**src/rtl/tdm_rx_pkg.sv**
```systemverilog
package tdm_rx_pkg;
  localparam int DEF_WORD_W = 16;
  localparam int DEF_CHANS  = 8;
  localparam int DEF_QDEPTH = 8;

  typedef enum logic [1:0] {
    FR_WAIT   = 2'd0,
    FR_ACTIVE = 2'd1,
    FR_DONE   = 2'd2
  } frame_state_e;
endpackage

```
**src/rtl/tdm_bit_counter.sv**
```systemverilog
module tdm_bit_counter #(
  parameter int WORD_W = 16,
  parameter int CHANS  = 8,
  localparam int FRAME_BITS = WORD_W * CHANS,
  localparam int CNT_W = $clog2(FRAME_BITS + 1)
) (
  input  logic             clk,
  input  logic             rst,
  input  logic             fs,
  output logic [CNT_W-1:0] pos,
  output logic             active,
  output logic             idle,
  output logic             runt
);
  import tdm_rx_pkg::*;

  logic [CNT_W-1:0] cnt_q;
  frame_state_e     state;

  // The count saturates at FRAME_BITS, which doubles as the idle marker.
  assign state  = fs ? FR_ACTIVE :
                  (cnt_q == CNT_W'(FRAME_BITS)) ? FR_DONE : FR_WAIT;
  assign active = (state != FR_DONE);
  assign pos    = fs ? '0 : cnt_q;
  assign idle   = (cnt_q == CNT_W'(FRAME_BITS));

  always_ff @(posedge clk) begin
    if (rst) begin
      cnt_q <= CNT_W'(FRAME_BITS);
      runt  <= 1'b0;
    end else begin
      runt <= fs && (cnt_q != CNT_W'(FRAME_BITS));
      case (state)
        FR_ACTIVE: cnt_q <= CNT_W'(1);
        FR_WAIT:   cnt_q <= cnt_q + CNT_W'(1);
        default:   cnt_q <= cnt_q;
      endcase
    end
  end
endmodule

```
**src/rtl/tdm_word_shifter.sv**
```systemverilog
module tdm_word_shifter #(
  parameter int WORD_W = 16,
  parameter int CHANS  = 8,
  localparam int FRAME_BITS = WORD_W * CHANS,
  localparam int CNT_W = $clog2(FRAME_BITS + 1),
  localparam int BIT_W = $clog2(WORD_W),
  localparam int CH_W  = $clog2(CHANS)
) (
  input  logic              clk,
  input  logic              rst,
  input  logic              active,
  input  logic [CNT_W-1:0]  pos,
  input  logic              sdata,
  output logic              push,
  output logic [WORD_W-1:0] push_data,
  output logic [CH_W-1:0]   push_chan
);
  logic [WORD_W-1:0] shreg;
  logic [WORD_W-1:0] shnext;
  logic              last_bit;

  assign shnext   = {shreg[WORD_W-2:0], sdata};
  assign last_bit = active && (pos[BIT_W-1:0] == BIT_W'(WORD_W - 1));

  always_ff @(posedge clk) begin
    if (rst) begin
      shreg     <= '0;
      push      <= 1'b0;
      push_data <= '0;
      push_chan <= '0;
    end else begin
      push <= last_bit;
      if (active) shreg <= shnext;
      if (last_bit) begin
        push_data <= shnext;
        push_chan <= pos[BIT_W+CH_W-1:BIT_W];
      end
    end
  end
endmodule

```
**src/rtl/tdm_word_fifo.sv**
```systemverilog
module tdm_word_fifo #(
  parameter int W     = 19,
  parameter int DEPTH = 8,
  localparam int AW = $clog2(DEPTH)
) (
  input  logic         clk,
  input  logic         rst,
  input  logic         wr_en,
  input  logic [W-1:0] wr_data,
  input  logic         rd_ready,
  output logic         rd_valid,
  output logic [W-1:0] rd_data
);
  logic [W-1:0] mem [DEPTH];
  logic [AW-1:0] wptr, rptr;
  logic [AW:0]   count;
  logic          do_wr, do_rd;

  assign do_wr    = wr_en && (count != (AW+1)'(DEPTH));
  assign do_rd    = rd_ready && (count != '0);
  assign rd_valid = (count != '0);
  assign rd_data  = mem[rptr];

  always_ff @(posedge clk) begin
    if (do_wr) mem[wptr] <= wr_data;
  end

  always_ff @(posedge clk) begin
    if (rst) begin
      wptr  <= '0;
      rptr  <= '0;
      count <= '0;
    end else begin
      if (do_wr) wptr <= (wptr == AW'(DEPTH - 1)) ? '0 : wptr + AW'(1);
      if (do_rd) rptr <= (rptr == AW'(DEPTH - 1)) ? '0 : rptr + AW'(1);
      count <= count + (AW+1)'(do_wr) - (AW+1)'(do_rd);
    end
  end
endmodule

```
**src/rtl/tdm_frame_rx.sv**
```systemverilog
module tdm_frame_rx #(
  parameter int WORD_W = tdm_rx_pkg::DEF_WORD_W,
  parameter int CHANS  = tdm_rx_pkg::DEF_CHANS,
  parameter int QDEPTH = tdm_rx_pkg::DEF_QDEPTH,
  localparam int CH_W  = $clog2(CHANS),
  localparam int CNT_W = $clog2(WORD_W * CHANS + 1)
) (
  input  logic              clk,
  input  logic              rst,
  input  logic              fs,
  input  logic              sdata,
  input  logic              word_ready,
  output logic              word_valid,
  output logic [WORD_W-1:0] word_data,
  output logic [CH_W-1:0]   word_chan,
  output logic              idle,
  output logic              runt_err
);
  logic [CNT_W-1:0]  pos;
  logic              active;
  logic              push;
  logic [WORD_W-1:0] push_data;
  logic [CH_W-1:0]   push_chan;

  tdm_bit_counter #(.WORD_W(WORD_W), .CHANS(CHANS)) cnt_i (
    .clk(clk), .rst(rst), .fs(fs), .pos(pos), .active(active),
    .idle(idle), .runt(runt_err)
  );

  tdm_word_shifter #(.WORD_W(WORD_W), .CHANS(CHANS)) shf_i (
    .clk(clk), .rst(rst), .active(active), .pos(pos), .sdata(sdata),
    .push(push), .push_data(push_data), .push_chan(push_chan)
  );

  tdm_word_fifo #(.W(WORD_W + CH_W), .DEPTH(QDEPTH)) q_i (
    .clk(clk), .rst(rst), .wr_en(push), .wr_data({push_chan, push_data}),
    .rd_ready(word_ready), .rd_valid(word_valid),
    .rd_data({word_chan, word_data})
  );
endmodule

```
**config.mk**
```make
export PLATFORM = sky130hd
export DESIGN_NAME = tdm_frame_rx
export DESIGN_NICKNAME = d
export VERILOG_FILES = /design/src/rtl/tdm_rx_pkg.sv /design/src/rtl/tdm_bit_counter.sv /design/src/rtl/tdm_word_shifter.sv /design/src/rtl/tdm_word_fifo.sv /design/src/rtl/tdm_frame_rx.sv
export SDC_FILE = /design/constraint.sdc
export NUM_CORES = 1
export LEC_CHECK = 0
export BUFFER_PORTS_ARGS = -buffer_cell sky130_fd_sc_hd__clkbuf_2
export CAP_MARGIN = 20
export CORE_ASPECT_RATIO = 1.75
export CORE_MARGIN = 10
export CORE_UTILIZATION = 29
export CTS_BUF_LIST = sky130_fd_sc_hd__clkbuf_4 sky130_fd_sc_hd__clkbuf_8
export CTS_CLUSTER_SIZE = 16
export DETAILED_ROUTE_END_ITERATION = 10
export PLACE_DENSITY = 0.42
export REMOVE_ABC_BUFFERS = 1
export SYNTH_ARGS = -nofsm -noshare
export SYNTH_HDL_FRONTEND = slang
export SYNTH_SLANG_ARGS = --single-unit
```
**constraint.sdc**
```tcl
create_clock -name clk -period 3.1 [get_ports clk]
set_input_delay 0.465 -clock clk [delete_from_list [all_inputs] [get_ports clk]]
set_output_delay 0.465 -clock clk [all_outputs]
set_load 0.03 [all_outputs]
```
==> impl_metrics.toml <==
[grt]
grt_antenna_before_repair = 1
grt_pass1_vias = 4765
grt_max_degree = 55
grt_pass1_wl_um = 27250
gr-total-overflow = 0
grt_use_total = 0.09754

[route]
first_pass_iters = 4
routed_wl_um = 17360
drc = 0
vias_per_cell = 4.606
drt_iter0_markers = 199
vias = 4339
wl_per_cell_um = 18.42
ant_nets = 0

[final_layout]
areaGrowthSynthToFinish_pct = 14.95
nNetsFinal = 559
drive_above_1_share = 0.2789
layout_common_cells = "152 x edfxtp_1, 56 x dfxtp_1, 34 x a21oi_1"
final_common_cell = "edfxtp_1"

[yosys]
synth_cells = 493
yosys_most_used_dff = "edfxtp_1"
synth_enable_flop_cells = 152
avgSynthCellArea_um2 = 16.87
synth.yosys.seq_area_share = 0.6858
ys_seq_elements = 209
async_reset_ff_frac = 0
yosysWarnings = 0
synth_area_um2 = 8319
ys_types = 45

[timing]
period_share = 0.9168
tightest_slew_ns = 0.7259
period_minus_slack_ns = 2.842
max_freq_ghz = 0.3519
grt_setup_unrepaired = "no"
whs_ns = 0.1733
drv_slew = 0
finalSetupViolCount = 0
slew_headroom = 0.5146
final_hold_viol_count = 0
setup_ws_ns = 0.2579
fin_skew_ns = 0.007963

[cts]
post_cts.repair.setup_buffers = 0
cts_tree = "built"
ctsHoldBuffers = 0
cts_buffer_depth = 3
clk_pin_slew_ns = 0.06
clk_latency_ns = 0.55
cts.sinks = 209
cts_resized = 0
cts_buffers = 29
htreeDepth = 1
root_buffer = "clkbuf_8"

[critical_path]
crit_family = "multiplexers"
worstSetupEndpointType = "output port"
slowest_delay_ns = 0.58
crit_chain = "buf_4, mux4_1, mux2_4, clkbuf_2"
slowest_stage = "mux4_1"
critPathArrivalTime_ns = 2.38
path_class = "register to output port"
path_buf_inv = 2
crit_path_start_kind = "register"
crit_fanout = 8
cp.required_ns = 2.63

[die]
die_w_um = 148.0
pin_count = 27
core_area_um2 = 28520
fp.dieH_um = 244.1
initial_core_util = 0.2917
dieArea_um2 = 36130
num_rows = 82

[power_and_ir_drop]
switching_share = 0.2589
p_per_area_nw_per_um2 = 677.5
seqPwrFrac = 0.472
vdd_drop_max_uv = 267.3
pwr-share-clk = 0.338
power.leakage_nw = 3.154
p_int_mw = 4.801
p_switching_mw = 1.677
combPwrFrac = 0.190

[run]
cap_violations = 0

[min_path]
hp-class = "input pin to register"

[place]
dpl.hpwl_um = 10510
port_buffers = 26
pre_cts_ws_ns = 0.6912
gp_congestion = 0.6894

[outcome]
outcome = "finished clean"
## routing by layer
layer	GRT usage	vias to the layer above	part of all wire
li1	-	2020	-
met1	0.1018	2235	0.38
met2	0.1861	57	0.57
met3	0.01627	27	0.032
met4	0.04037	0	0.022
met5	0	-	0
## final cells by class
class / instances / area [um2]
fillers: 2849 / 18960
flip-flops and latches: 209 / 5707
multi-input cells: 244 / 2440
clock buffers: 45 / 544.3
well taps: 378 / 473.0
repair buffers: 43 / 282.8
clock inverters: 8 / 61.31
inverters: 14 / 52.55
diodes: 1 / 2.502
## synthesized netlist by cell type (2+ instances only)
| cell type | instances | area share |
|---|---|---|
| a21oi_1 | 34 | 0.020 |
| buf_12 | 2 | 0.0048 |
| buf_2 | 8 | 0.0048 |
| buf_6 | 2 | 0.0027 |
| clkbuf_1 | 13 | 0.0059 |
| dfxtp_1 | 57 | 0.14 |
| edfxtp_1 | 152 | 0.55 |
| ha_1 | 12 | 0.018 |
| inv_1 | 13 | 0.0059 |
| mux2_2 | 2 | 0.0027 |
| mux2_4 | 18 | 0.032 |
| mux2i_1 | 15 | 0.018 |
| mux4_1 | 9 | 0.028 |
| mux4_2 | 29 | 0.079 |
| nand2_1 | 3 | 0.0014 |
| nand2b_1 | 20 | 0.015 |
| nand3_1 | 26 | 0.016 |
| nor2_1 | 10 | 0.0045 |
| nor2b_1 | 4 | 0.0030 |
| nor3_1 | 7 | 0.0042 |
| nor3b_1 | 2 | 0.0018 |
| nor4_1 | 2 | 0.0015 |
| o21ai_0 | 18 | 0.011 |
| o21ai_1 | 11 | 0.0066 |
| or3_1 | 2 | 0.0015 |
| or4_1 | 2 | 0.0018 |
| xnor2_1 | 2 | 0.0021 |
## sequential cells by signal, summed over array words and instances (netlist names), named ones only
register / flops
shf_i.push_data: 16
shf_i.push: 1
shf_i.shreg: 15
q_i.rptr: 3
q_i.wptr: 3
cnt_i.cnt_q: 8
shf_i.push_chan: 3
cnt_i.runt: 1
q_i.count: 4
q_i.mem: 152
## stage by stage
stage	area (um2)	instances	util	power (mW)	setup TNS, ns
final	9563	942	0.3353	6.478	0
after global placement	8935	887	0.3133	4.372	0
after global routing	9563	942	0.3353	6.820	0
after detailed placement	8935	887	0.3133	4.391	0
after floorplan	8164	467	-	4.047	-0.9570
after CTS	9540	940	0.3345	6.621	0
## cells by family after synthesis
group           synth area share
xor+xnor                0.003159
flops                     0.6858
fa+ha+maj                0.02045
mux                       0.1602
simple gates             0.06452
buf+inv                  0.02497
compound gates           0.04091
## worst min-delay path, stage by stage
cell and delay, ns:
clkbuf_2 0.09, nand3_1 0.07, a21oi_1 0.05
## power groups by stage
stage	logic [mW]	registers [mW]	clock network, mW
3_3_place_gp	1.25	3.12	0
6_report	1.23	3.06	2.19
5_1_grt	1.36	3.06	2.39
4_1_cts	1.27	3.06	2.29
2_1_floorplan	0.863	3.18	0
3_5_place_dp	1.27	3.12	0
## path summary, 6_finish.rpt
path	from	endpoint	slack [ns]	depth (start not counted)
max	register	word_data[2]	0.26	4
min	sdata	shf_i.push_data[0]	0.17	3
max reg2reg	q_i.count[2]	q_i.count[3]	0.71	10
min reg2reg	shf_i.shreg[4]	shf_i.push_data[5]	0.47	2
No activity file was read; power rests on OpenSTA's default activity.
